===== config.mk =====
export PLATFORM = sky130hd
export DESIGN_NAME = cfgsec_ctrl
export DESIGN_NICKNAME = d
export VERILOG_FILES = /design/src/rtl/cfgsec_pkg.sv /design/src/rtl/cfgsec_keystore.sv /design/src/rtl/cfgsec_tamper_fuse.sv /design/src/rtl/cfgsec_seq.sv /design/src/rtl/cfgsec_ctrl.sv
export SDC_FILE = /design/constraint.sdc
export NUM_CORES = 1
export LEC_CHECK = 0
export BUFFER_PORTS_ARGS = -buffer_cell sky130_fd_sc_hd__buf_2
export CORE_MARGIN = 10
export CORE_UTILIZATION = 25
export CTS_CLUSTER_SIZE = 30
export DETAILED_ROUTE_END_ITERATION = 16
export GPL_TIMING_DRIVEN = 0
export PLACE_DENSITY_LB_ADDON = 0.25
export SYNTH_ARGS = -nofsm -noshare
export SYNTH_HDL_FRONTEND = slang
export SYNTH_SLANG_ARGS = --single-unit

===== constraint.sdc =====
create_clock -name clk -period 1.66 [get_ports clk]
set_clock_uncertainty 0.05 [all_clocks]
set_input_delay 0.332 -clock clk [delete_from_list [all_inputs] [get_ports clk]]
set_output_delay 0.332 -clock clk [all_outputs]
set_load 0.05 [all_outputs]

===== src/rtl/cfgsec_pkg.sv =====
package cfgsec_pkg;

  typedef enum logic [2:0] {
    S_IDLE    = 3'd0,
    S_PLAIN   = 3'd1,
    S_ENC_CHK = 3'd2,
    S_ENC_RUN = 3'd3,
    S_DONE    = 3'd4,
    S_FAIL    = 3'd5
  } seq_state_t;

  typedef enum logic [1:0] {
    ROUTE_FAIL    = 2'd0,
    ROUTE_PLAIN   = 2'd1,
    ROUTE_DECRYPT = 2'd2
  } hdr_route_t;

  typedef struct packed {
    logic usable;
    logic use_nv;
  } key_pick_t;

  // Fuse key has priority over the volatile key.
  function automatic key_pick_t pick_key(input logic nv_ok, input logic vol_ok);
    key_pick_t p;
    p.usable = nv_ok | vol_ok;
    p.use_nv = nv_ok;
    return p;
  endfunction

  // Decide where a stream goes from its header flag and the security state.
  function automatic hdr_route_t route_header(input logic enc, input logic tamper,
                                              input logic nv_ok, input logic vol_ok);
    key_pick_t p;
    p = pick_key(nv_ok, vol_ok);
    if (!enc) return tamper ? ROUTE_FAIL : ROUTE_PLAIN;
    return p.usable ? ROUTE_DECRYPT : ROUTE_FAIL;
  endfunction

endpackage


===== src/rtl/cfgsec_keystore.sv =====
module cfgsec_keystore #(
  parameter int KEY_W    = 256,
  parameter bit ONE_TIME = 1'b0
) (
  input  logic             clk,
  input  logic             clr_n,
  input  logic             bit_vld,
  input  logic             bit_val,
  input  logic             lock,
  output logic [KEY_W-1:0] key_o,
  output logic             present_o,
  output logic             commit_o
);
  localparam int CNT_W = (KEY_W > 1) ? $clog2(KEY_W) : 1;
  localparam logic [CNT_W-1:0] LAST_IDX = CNT_W'(KEY_W - 1);

  logic [KEY_W-1:0] key_q;
  logic [CNT_W-1:0] cnt_q;
  logic             present_q;
  logic             accept;
  logic             last_bit;

  generate
    if (ONE_TIME) begin : g_otp
      assign accept = bit_vld & ~lock & ~present_q;
    end else begin : g_rw
      assign accept = bit_vld & ~lock;
    end
  endgenerate

  assign last_bit = (cnt_q == LAST_IDX);

  always_ff @(posedge clk or negedge clr_n) begin
    if (!clr_n) begin
      key_q     <= '0;
      cnt_q     <= '0;
      present_q <= 1'b0;
    end else if (accept) begin
      key_q <= {key_q[KEY_W-2:0], bit_val};
      if (cnt_q == '0) present_q <= 1'b0;
      if (last_bit) begin
        cnt_q     <= '0;
        present_q <= 1'b1;
      end else begin
        cnt_q <= cnt_q + 1'b1;
      end
    end
  end

  assign key_o     = key_q;
  assign present_o = present_q;
  assign commit_o  = accept & last_bit;
endmodule


===== src/rtl/cfgsec_tamper_fuse.sv =====
module cfgsec_tamper_fuse (
  input  logic clk,
  input  logic clr_n,
  input  logic req,
  input  logic nv_ok,
  output logic tamper_o,
  output logic set_evt_o
);
  logic tamper_q;

  assign set_evt_o = req & nv_ok & ~tamper_q;

  always_ff @(posedge clk or negedge clr_n) begin
    if (!clr_n) tamper_q <= 1'b0;
    else if (set_evt_o) tamper_q <= 1'b1;
  end

  assign tamper_o = tamper_q;
endmodule


===== src/rtl/cfgsec_seq.sv =====
module cfgsec_seq
  import cfgsec_pkg::*;
#(
  parameter int DATA_W  = 32,
  parameter int ENC_BIT = 0
) (
  input  logic              clk,
  input  logic              rst_n,
  input  logic              cfg_valid,
  input  logic              cfg_sop,
  input  logic              cfg_eop,
  input  logic [DATA_W-1:0] cfg_data,
  input  logic              tamper,
  input  logic              nv_ok,
  input  logic              vol_ok,
  input  logic              kchk_valid,
  input  logic              kchk_pass,
  output logic              fab_valid,
  output logic [DATA_W-1:0] fab_data,
  output logic              dec_valid,
  output logic [DATA_W-1:0] dec_data,
  output logic              use_nv_o,
  output logic              dec_active_o,
  output logic              done_o,
  output logic              fail_o,
  output logic              hdr_evt_o,
  output logic              hdr_enc_o
);
  seq_state_t state_q, state_d;
  logic       use_nv_q, use_nv_d;
  logic       eop_seen_q, eop_seen_d;
  logic       fwd_plain, fwd_dec;
  logic       key_bad;
  hdr_route_t route;
  key_pick_t  pick;

  logic              fab_valid_q, dec_valid_q;
  logic [DATA_W-1:0] fab_data_q, dec_data_q;

  assign hdr_enc_o = cfg_data[ENC_BIT];
  assign route     = route_header(hdr_enc_o, tamper, nv_ok, vol_ok);
  assign pick      = pick_key(nv_ok, vol_ok);
  assign key_bad   = kchk_valid & ~kchk_pass;

  always_comb begin
    state_d    = state_q;
    use_nv_d   = use_nv_q;
    eop_seen_d = eop_seen_q;
    fwd_plain  = 1'b0;
    fwd_dec    = 1'b0;
    hdr_evt_o  = 1'b0;
    unique case (state_q)
      S_IDLE: begin
        if (cfg_valid && cfg_sop) begin
          hdr_evt_o = 1'b1;
          unique case (route)
            ROUTE_PLAIN:   state_d = S_PLAIN;
            ROUTE_DECRYPT: begin
              state_d    = S_ENC_CHK;
              use_nv_d   = pick.use_nv;
              eop_seen_d = 1'b0;
            end
            default:       state_d = S_FAIL;
          endcase
        end
      end
      S_PLAIN: begin
        if (cfg_valid) begin
          fwd_plain = 1'b1;
          if (cfg_eop) state_d = S_DONE;
        end
      end
      S_ENC_CHK: begin
        if (cfg_valid && !key_bad) begin
          fwd_dec = 1'b1;
          if (cfg_eop) eop_seen_d = 1'b1;
        end
        if (kchk_valid) begin
          if (!kchk_pass) state_d = S_FAIL;
          else if (eop_seen_q || (cfg_valid && cfg_eop)) state_d = S_DONE;
          else state_d = S_ENC_RUN;
        end
      end
      S_ENC_RUN: begin
        if (cfg_valid) begin
          fwd_dec = 1'b1;
          if (cfg_eop) state_d = S_DONE;
        end
      end
      S_DONE:  state_d = S_DONE;
      S_FAIL:  state_d = S_FAIL;
      default: state_d = S_FAIL;
    endcase
  end

  always_ff @(posedge clk or negedge rst_n) begin
    if (!rst_n) begin
      state_q     <= S_IDLE;
      use_nv_q    <= 1'b0;
      eop_seen_q  <= 1'b0;
      fab_valid_q <= 1'b0;
      dec_valid_q <= 1'b0;
      fab_data_q  <= '0;
      dec_data_q  <= '0;
    end else begin
      state_q     <= state_d;
      use_nv_q    <= use_nv_d;
      eop_seen_q  <= eop_seen_d;
      fab_valid_q <= fwd_plain;
      dec_valid_q <= fwd_dec;
      if (fwd_plain) fab_data_q <= cfg_data;
      if (fwd_dec)   dec_data_q <= cfg_data;
    end
  end

  assign fab_valid    = fab_valid_q;
  assign fab_data     = fab_data_q;
  assign dec_valid    = dec_valid_q;
  assign dec_data     = dec_data_q;
  assign use_nv_o     = use_nv_q;
  assign dec_active_o = (state_q == S_ENC_CHK) || (state_q == S_ENC_RUN);
  assign done_o       = (state_q == S_DONE);
  assign fail_o       = (state_q == S_FAIL);
endmodule


===== src/rtl/cfgsec_ctrl.sv =====
module cfgsec_ctrl #(
  parameter int KEY_W   = 256,
  parameter int DATA_W  = 32,
  parameter int ENC_BIT = 0
) (
  input  logic              clk,
  input  logic              rst_n,
  input  logic              keys_clr_n,
  input  logic              kp_valid,
  input  logic              kp_to_nv,
  input  logic              kp_bit,
  input  logic              tp_req,
  input  logic              cfg_valid,
  input  logic              cfg_sop,
  input  logic              cfg_eop,
  input  logic [DATA_W-1:0] cfg_data,
  output logic              fab_valid,
  output logic [DATA_W-1:0] fab_data,
  output logic              dec_valid,
  output logic [DATA_W-1:0] dec_data,
  output logic              dec_key_sel,
  output logic [KEY_W-1:0]  dec_key,
  input  logic              kchk_valid,
  input  logic              kchk_pass,
  input  logic              rb_req,
  output logic              rb_refuse,
  output logic              nv_present,
  output logic              vol_present,
  output logic              tamper_on,
  output logic              cfg_done,
  output logic              cfg_fail
);
  logic [KEY_W-1:0] nv_key_q, vol_key_q;
  logic             nv_commit, vol_commit, tamper_set_evt;
  logic             hdr_evt, hdr_enc;
  logic             use_nv, dec_active;
  logic             rb_refuse_q;

  cfgsec_keystore #(.KEY_W(KEY_W), .ONE_TIME(1'b1)) u_nv_store (
    .clk(clk), .clr_n(keys_clr_n),
    .bit_vld(kp_valid & kp_to_nv), .bit_val(kp_bit), .lock(tamper_on),
    .key_o(nv_key_q), .present_o(nv_present), .commit_o(nv_commit)
  );

  cfgsec_keystore #(.KEY_W(KEY_W), .ONE_TIME(1'b0)) u_vol_store (
    .clk(clk), .clr_n(keys_clr_n),
    .bit_vld(kp_valid & ~kp_to_nv), .bit_val(kp_bit), .lock(tamper_on),
    .key_o(vol_key_q), .present_o(vol_present), .commit_o(vol_commit)
  );

  cfgsec_tamper_fuse u_tamper (
    .clk(clk), .clr_n(keys_clr_n), .req(tp_req), .nv_ok(nv_present),
    .tamper_o(tamper_on), .set_evt_o(tamper_set_evt)
  );

  cfgsec_seq #(.DATA_W(DATA_W), .ENC_BIT(ENC_BIT)) u_seq (
    .clk(clk), .rst_n(rst_n),
    .cfg_valid(cfg_valid), .cfg_sop(cfg_sop), .cfg_eop(cfg_eop), .cfg_data(cfg_data),
    .tamper(tamper_on), .nv_ok(nv_present), .vol_ok(vol_present),
    .kchk_valid(kchk_valid), .kchk_pass(kchk_pass),
    .fab_valid(fab_valid), .fab_data(fab_data),
    .dec_valid(dec_valid), .dec_data(dec_data),
    .use_nv_o(use_nv), .dec_active_o(dec_active),
    .done_o(cfg_done), .fail_o(cfg_fail),
    .hdr_evt_o(hdr_evt), .hdr_enc_o(hdr_enc)
  );

  // Readback is never granted; every request is answered with a refusal.
  always_ff @(posedge clk or negedge rst_n) begin
    if (!rst_n) rb_refuse_q <= 1'b0;
    else        rb_refuse_q <= rb_req;
  end
  assign rb_refuse = rb_refuse_q;

  assign dec_key_sel = dec_active & use_nv;
  assign dec_key     = !dec_active ? '0 : (use_nv ? nv_key_q : vol_key_q);
endmodule


# Word level (Yosys, flattened, before mapping)
# Cells that the tools add are included.
# totals
inputBits	45
regBits	603
wordCells	93
output_inout_bits	329
# op_classes
bitwise_logic	14
n_reduce_logical	18
addsub	2
eq_ne	16
mux	28
# op_table
operator	count
256-bit 2-to-1 mux	2
3-bit 2-to-1 mux	6
8-bit by 1-bit adder with 8-bit output (second input constant)	2
8-bit equality test (second input constant)	2
8-bit logical NOT	2
8-bit 2-to-1 mux	2
1-bit 2-to-1 mux	12
3-bit case mux with 4 select lines	1
1-bit bitwise AND	9
2-bit by 1-bit inequality test with 1-bit output (second input constant)	4
3-bit by 2-bit equality test with 1-bit output (second input constant)	2
3-bit equality test (second input constant)	2
2-bit inequality test (second input constant)	3
3-bit case mux with 2 select lines	1
2-bit nonzero test	3
5-bit AND reduction	1
2-bit 2-to-1 mux	2
1-bit NOT	4
1-bit case mux with 2 select lines	2
2-bit AND reduction	2
4-bit AND reduction	1
3-bit by 1-bit equality test with 1-bit output (second input constant)	1
1-bit logical AND	3
3-bit logical NOT	1
7 further kinds	8

# Logic depth before layout (Yosys ltp)
# Gate-level depths: netlist (run 1).
# depth
depth_word	7
ltp_mapped	6
depth_no_buf	6

# Modules after synthesis
# From an unflattened synthesis (run 1), not the netlist that was laid out.
# unflattened
hier_cells	2476
hier_area_um2	28434.8
# modules_own_cells
mod	n_inst	cells_per_inst	area_each_um2
cfgsec_keystore at u_vol_store	1	587	10717.8
cfgsec_keystore at u_nv_store	1	1127	9998.3
cfgsec_ctrl	1	573	4739.5
cfgsec_seq	1	186	2936.6
cfgsec_tamper_fuse	1	3	42.5

# Worst setup path after synthesis (run 1)
# OpenSTA, ideal clock, no wires.
# synth_timing
path_type	register to output
start	reg u_seq.use_nv_q, in the netlist u_seq.use_nv_o
end	out dec_key[237]
arrival_time_ns	1.770
required_time_ns	1.278
slack_ns	-0.492
stages_incl_launch_ff	6
path_cell_list	dfrtp_1 -> clkbuf_1 -> buf_2 -> buf_2 -> mux2i_1 -> nor2_1
# synth_between
elab_chain_cells	2
# synth_rtl
item	line_no	source
start, declared	cfgsec_seq.sv:30	logic use_nv_q, use_nv_d;
start signal, assigned	cfgsec_seq.sv:107	use_nv_q <= use_nv_d;
256-bit 2-to-1 mux (2 in a row)	cfgsec_ctrl.sv:76	assign dec_key = !dec_active ? '0 : (use_nv ? nv_key_q : vol_key_q);
end, declared	cfgsec_ctrl.sv:22	output logic [KEY_W-1:0] dec_key,
# Every way passes these cells.

# Final worst setup path (run 1)
# layout_timing
start	reg u_seq.use_nv_q, in the netlist u_seq.use_nv_o
end	out dec_key[166]
# The elaborated chain is that of the path after synthesis.

==> impl_metrics.json, run 1 <==
{
  "drtPass1Iterations": 7,
  "core_um2": 105400,
  "maxCapViolations": 0,
  "detail_route.vias_per_cell": 4.310,
  "avgSynthCellArea_um2": 8.849,
  "internal-power_mw": 25.62,
  "fin_area_um2": 38320,
  "synth-main-ff-cell": "dfrtp_1",
  "placed_area_um2": 31320,
  "cts_made_buffers": 74,
  "fin_cells": 4965,
  "drive_above_1_share": 0.2999,
  "die_y_um": 346.2,
  "dieArea_um2": 119900,
  "powerDensity_nw_per_um2": 930.6,
  "globalRouteTotalUtil": 0.1353,
  "slew_viol_final": 0,
  "clock_latency_ns": 0.63,
  "io_buffer_count": 373,
  "yosys-top-cells-count": "1553 x nand2_1, 603 x dfrtp_1, 263 x nor2_1, 257 x mux2i_1, 97 x buf_2",
  "hp-class": "input pin to async pin",
  "root_buffer": "clkbuf_16",
  "cts_tree": "done",
  "final_util": 0.3635,
  "netlist_area_um2": 26610,
  "syn_to_final_growth_pct": 44.00,
  "dpl.hpwl_mm": 56.75,
  "synth_fp_nets": 3056,
  "crit_path_start_kind": "flop",
  "io_pins": 374,
  "pre_cts_ws_ns": -1.982,
  "synth_top_cell_by_area": "dfrtp_1",
  "synth_top_area_frac": 0.5671,
  "worst_slack_ns": -0.8696,
  "worstSetupPathType": "flop to output port",
  "start_util": 0.2524,
  "synth_edf_count": 0,
  "p_sw_mw": 10.04,
  "setup-violations-final": 851,
  "violations": "setup timing",
  "worstPathArrival_ns": 2.15,
  "sw_frac_of_total": 0.2816,
  "gp_congestion": 0.7677,
  "gr-total-overflow": 0,
  "startpoint": "u_seq.use_nv_o",
  "seqPwrFrac": 0.445,
  "rows": 119,
  "p_leak_nw": 18.07,
  "critPathRequiredTime_ns": 1.28,
  "path_max_fanout": 10,
  "synth.distinct_cells": 50,
  "clock.fmax_mhz": 395.3,
  "tightest_slew_ns": 0.6610,
  "vias": 21401,
  "nNetsFinal": 3568,
  "htree_levels": 3,
  "comb_power_share": 0.118,
  "rr_startpoint": "u_tamper.tamper_o",
  "fin_crit_ns": 2.530,
  "hold_viol": 0,
  "drtAntennaViolNets": 0,
  "whs_ns": 0.07309,
  "clock_power_share": 0.437,
  "clockBufferDepth": 3,
  "antenna_found_initial": 5,
  "synthArstFlopShare": 1.000,
  "syn_inst": 3007,
  "ys_seq_area_frac": 0.5671,
  "critPathCaptureType": "output port",
  "grt_pass1_wl_mm": 130.5,
  "place_inst": 4777,
  "die_w_um": 346.2,
  "drt_iter0_drc": 1182,
  "drc_errors": 0,
  "netlist_top_cells_area": "dfrtp_1 57%, nand2_1 22%, mux2i_1 9.7%, nor2_1 3.7%, mux2_2 2.3%",
  "vdd_ir_drop_max_uv": 789.2,
  "post_drt_wl_per_cell_um": 16.55,
  "synth_most_common_cell": "nand2_1",
  "postRouteWirelength_mm": 82.15,
  "grt_pass1_vias": 22004,
  "cts_num_sinks": 603,
  "antenna_cells": 0,
  "ys_warn_count": 0,
  "ys_seq_elements": 603,
  "path_clk_slew_ns": 0.06,
  "slew_headroom": 0.5593,
  "status": "complete, but fails checks",
  "rsz0062_at_grt": "true",
  "grt_start_max_net_pins": 112,
  "period_share": 1.524
}
[state kept, by name, summed over array words and instances (netlist names)]
signal                 cells
rb_refuse                  1
u_nv_store.cnt_q           8
u_nv_store.key_o         256
u_nv_store.present_o       1
u_seq.dec_data            32
u_seq.dec_valid            1
u_seq.eop_seen_q           1
u_seq.fab_data            32
u_seq.fab_valid            1
u_seq.state_q              3
u_seq.use_nv_o             1
u_tamper.tamper_o          1
u_vol_store.cnt_q          8
u_vol_store.key_o        256
u_vol_store.present_o      1
[placed cells by master (no fill, tap or decap), types with 5 or more instances in the layout]
cell type      Yosys  layout
buf_1             18      13
mux2_1            10       9
mux2i_2            0      60
buf_2             97     217
nand4_1            5       5
nand2_1         1553    1552
clkbuf_8           0      26
mux2i_1          257      76
clkbuf_1          68      68
nor2_2             0      46
buf_8              0      54
buf_4              0      85
dlygate4sd3_1      0      40
buf_6              1      57
clkbuf_4           0      50
clkbuf_16          0      91
dfrtp_2            0       5
nor2_4             0     144
nor2_1           263      73
buf_12             0      24
mux2_2            55      55
buf_16             0      13
clkinv_2           0       6
dfrtp_1          603     598
xnor2_1            5       5
inv_1              6       5
a21oi_1            9       9
o21ai_0            8       8
mux2i_4            0     121
[layer usage]
layer,GRT usage,share of wire
met2,0.2206,0.48
met1,0.1788,0.45
met3,0.03032,0.046
met4,0.03733,0.023
met5,0,0.00024
[per-stage QoR]
step	TNS, ns	power [mW]
after floorplan	-76.66	18.71
after global placement	-6990.61	20.18
after detailed placement	-748.59	20.26
after CTS	-470.90	36.36
after global routing	-528.33	37.22
final	-406.82	35.66
[worst paths after layout]
| path | to | slack (ns) | depth (start not counted) |
|---|---|---|---|
| setup / recovery | dec_key[166] | -0.87 | 6 |
| setup reg to reg | u_nv_store.key_o[253] | -0.62 | 6 |
| hold reg to reg | u_vol_store.key_o[255] | 0.43 | 2 |
| max in group asynchronous | u_vol_store.key_o[195] | 0 | 6 |
| min in group clk | u_seq.state_q[2] | 0.08 | 4 |
| hold / removal | u_seq.dec_data[2] | 0.07 | 2 |
[cell families (layout without fill, tap and decap cells)]
group                      after synthesis  after routing  share of synthesized area
and+or+nand+nor                       1849           1849                     0.2653
DFF                                    603            603                     0.5671
AOI/OAI and AO/OA                       32             32                   0.007618
adders and majority gates                4              4                   0.001881
xor gates and xnor gates                 7              7                   0.002304
muxes                                  322            322                     0.1242
buffers and inverters                  190            757                    0.03164
[power by group through the flow]
stage          Clock (mW)  Sequential, mW  Combinational, mW
4_1_cts              16.2            15.8               4.30
3_5_place_dp            0            16.1               4.16
5_1_grt              16.8            15.9               4.52
6_report             15.6            15.9               4.21
3_3_place_gp            0            16.1               4.09
2_1_floorplan           0            17.5               1.21
[what timing repair did]
| item | CTS | global route |
|---|---|---|
| buffers inserted | 7 | 1 |
| hold buffers | 43 | 0 |
| endpoints found under the setup margin | 916 | 1111 |
| hold endpoints to repair | 279 | 0 |
| cloned | 5 | 3 |
| resized for setup | 679 | 307 |
| pin swaps | 8 | 9 |
[area by class of cell]
cell class | count | area [um2]
Fill cell | 10576 | 67100
Sequential cell | 603 | 15100
Multi-Input combinational cell | 2214 | 13640
Timing Repair Buffer | 438 | 3832
Clock buffer | 119 | 2225
Tap cell | 1391 | 1740
Buffer | 182 | 1678
Clock inverter | 12 | 78.83
Inverter | 6 | 22.52
[worst max-delay path, stage by stage, from the launching register on]
cell       delay, ns
dfrtp_2         0.42
buf_12          0.16
clkbuf_16       0.21
buf_12          0.18
mux2i_4         0.20
nor2_4          0.15
buf_8           0.17
(Power assumes the default switching activity.)
==> inputs of run 2 (changes only) <==
--- a/config.mk
+++ b/config.mk
@@ -10,7 +10,6 @@
 export CORE_UTILIZATION = 25
 export CTS_CLUSTER_SIZE = 30
 export DETAILED_ROUTE_END_ITERATION = 16
-export GPL_TIMING_DRIVEN = 0
 export PLACE_DENSITY_LB_ADDON = 0.25
 export SYNTH_ARGS = -nofsm -noshare
 export SYNTH_HDL_FRONTEND = slang
==> impl_metrics.json, run 2 (same netlist as run 1, synthesis figures left out) <==
{
  "status": "complete, but fails checks",
  "violations": "setup timing",
  "worst_slack_ns": -0.8913,
  "hold_viol": 0,
  "fin_crit_ns": 2.551,
  "final_common_cell": "nand2_1",
  "crit_path_top_delay_cell": "dfrtp_4",
  "postRouteWirelength_mm": 83.11,
  "final_cell_mix": "1552 x nand2_1, 598 x dfrtp_1, 215 x buf_4",
  "gr-total-overflow": 0,
  "vdd_ir_drop_max_uv": 539.1,
  "pre_cts_ws_ns": -0.3209,
  "critPathCaptureType": "output port",
  "clock_latency_ns": 0.62,
  "cpPeakStageDelay_ns": 0.44,
  "die_w_um": 346.2,
  "drc_errors": 0,
  "start_util": 0.2524,
  "grt_pass1_vias": 21755,
  "dpl.hpwl_mm": 56.39,
  "tightest_slew_ns": 0.7265,
  "drt_iter0_drc": 1159,
  "dieArea_um2": 119900,
  "powerDensity_nw_per_um2": 949.0,
  "crit_path_start_kind": "flop",
  "slew_headroom": 0.5157,
  "p_leak_nw": 18.92,
  "cts_num_sinks": 603,
  "clock.fmax_mhz": 392.0,
  "io_buffer_count": 373,
  "worstPathArrival_ns": 2.17,
  "drtAntennaViolNets": 0,
  "clockBufferDepth": 3,
  "globalRouteTotalUtil": 0.1308,
  "die_y_um": 346.2,
  "crit_path_cell_trace": "buf_12, buf_12, buf_6, mux2i_4, nor2_4, buf_4",
  "cts_tree": "done",
  "slew_viol_final": 0,
  "grt_start_max_net_pins": 122,
  "path_clk_slew_ns": 0.06,
  "drive_above_1_share": 0.3150,
  "rows": 119,
  "reg2reg_slack_ns": -0.27,
  "io_pins": 374,
  "fin_cells": 5043,
  "setup-violations-final": 460,
  "drtPass1Iterations": 5,
  "whs_ns": 0.1550,
  "root_buffer": "clkbuf_16",
  "grt_pass1_wl_mm": 127.8,
  "hp-class": "input pin to flop",
  "vias": 21746,
  "gp_congestion": 0.7744,
  "detail_route.vias_per_cell": 4.312,
  "tns_ns": -217.81,
  "maxCapViolations": 0,
  "htree_levels": 3,
  "syn_to_final_growth_pct": 48.48,
  "path_max_fanout": 16,
  "cts_made_buffers": 75,
  "place_inst": 4825,
  "antenna_found_initial": 3,
  "core_um2": 105400,
  "period_share": 1.537,
  "worstSetupPathType": "flop to output port",
  "nNetsFinal": 3641,
  "critPathRequiredTime_ns": 1.28,
  "rsz0062_at_grt": "true",
  "post_drt_wl_per_cell_um": 16.48,
  "crit_top_cell": "buf_12"
}
[run 2: changes by cell type in the layout (fill, tap and decap cells not counted), moves of 9 or more]
| cell | change |
|---|---|
| mux2i_2 | -9 |
| nor2_4 | -30 |
| buf_8 | -16 |
| mux2i_1 | +48 |
| mux2i_4 | -39 |
| buf_12 | +49 |
| clkbuf_4 | -29 |
| buf_2 | -80 |
| clkbuf_1 | -56 |
| buf_1 | -13 |
| buf_6 | +91 |
| buf_4 | +130 |
| nor2_1 | +27 |
[run 2: final timing paths]
| path | start | to | depth (start not counted) |
|---|---|---|---|
| setup / recovery | u_seq.use_nv_o | dec_key[146] | 6 |
| hold / removal | cfg_sop | u_seq.use_nv_o | 4 |
| setup reg to reg | u_seq.state_q[1] | u_seq.use_nv_o | 7 |
| hold reg to reg | u_nv_store.cnt_q[6] | u_nv_store.cnt_q[6] | 1 |
| max in group asynchronous | keys_clr_n | u_nv_store.key_o[99] | 3 |
| min in group asynchronous | keys_clr_n | u_vol_store.key_o[79] | 2 |
[run 2: layer usage]
| metal | global-route usage | wire (um) |
|---|---|---|
| met3 | 0.02781 | 3551 |
| met5 | 0 | 13 |
| met4 | 0.03961 | 1638 |
| met2 | 0.2102 | 39830 |
| met1 | 0.1750 | 38080 |
[run 2: timing repair]
item                       CTS  global route
setup endpoints to repair  412           684
cloned                       0            11
gates resized for setup    301           497
hold buffers                40             0
buffers inserted             1            29
hold endpoints to repair   157             0
pin swaps                    1            14
[run 2: through the flow]
stage                 util  total power, mW  instance area [um2]
CTS                 0.3528            38.04                37190
floorplan                -            18.71                27530
global route        0.3748            39.03                39510
global placement    0.3140            20.44                33100
detailed placement  0.3140            20.47                33100
finish              0.3748            37.49                39510
[run 2: worst max-delay path, delay by kind of cell (launching register included)]
family,cells,cell delay (ns)
buf+inv,4,0.73
simple gates,1,0.04
mux,1,0.28
flops,1,0.44
[run 2: final cells by class]
class                   instances  area [um2]
fillers                     10475       65910
repair buffers                692        7082
well taps                    1391        1740
diodes                          1       2.502
clock buffers                 110        2283
flip-flops and latches        603       15100
inverters                       6       22.52
multi-input cells            2214       12950
clock inverters                26       326.6
[run 2: report_power, final]
part / total, mW / internal, mW / switching [mW]
Combinational: 4.47 / 1.32 / 3.15
Sequential: 15.9 / 15.4 / 0.509
Clock: 17.1 / 10.6 / 6.51
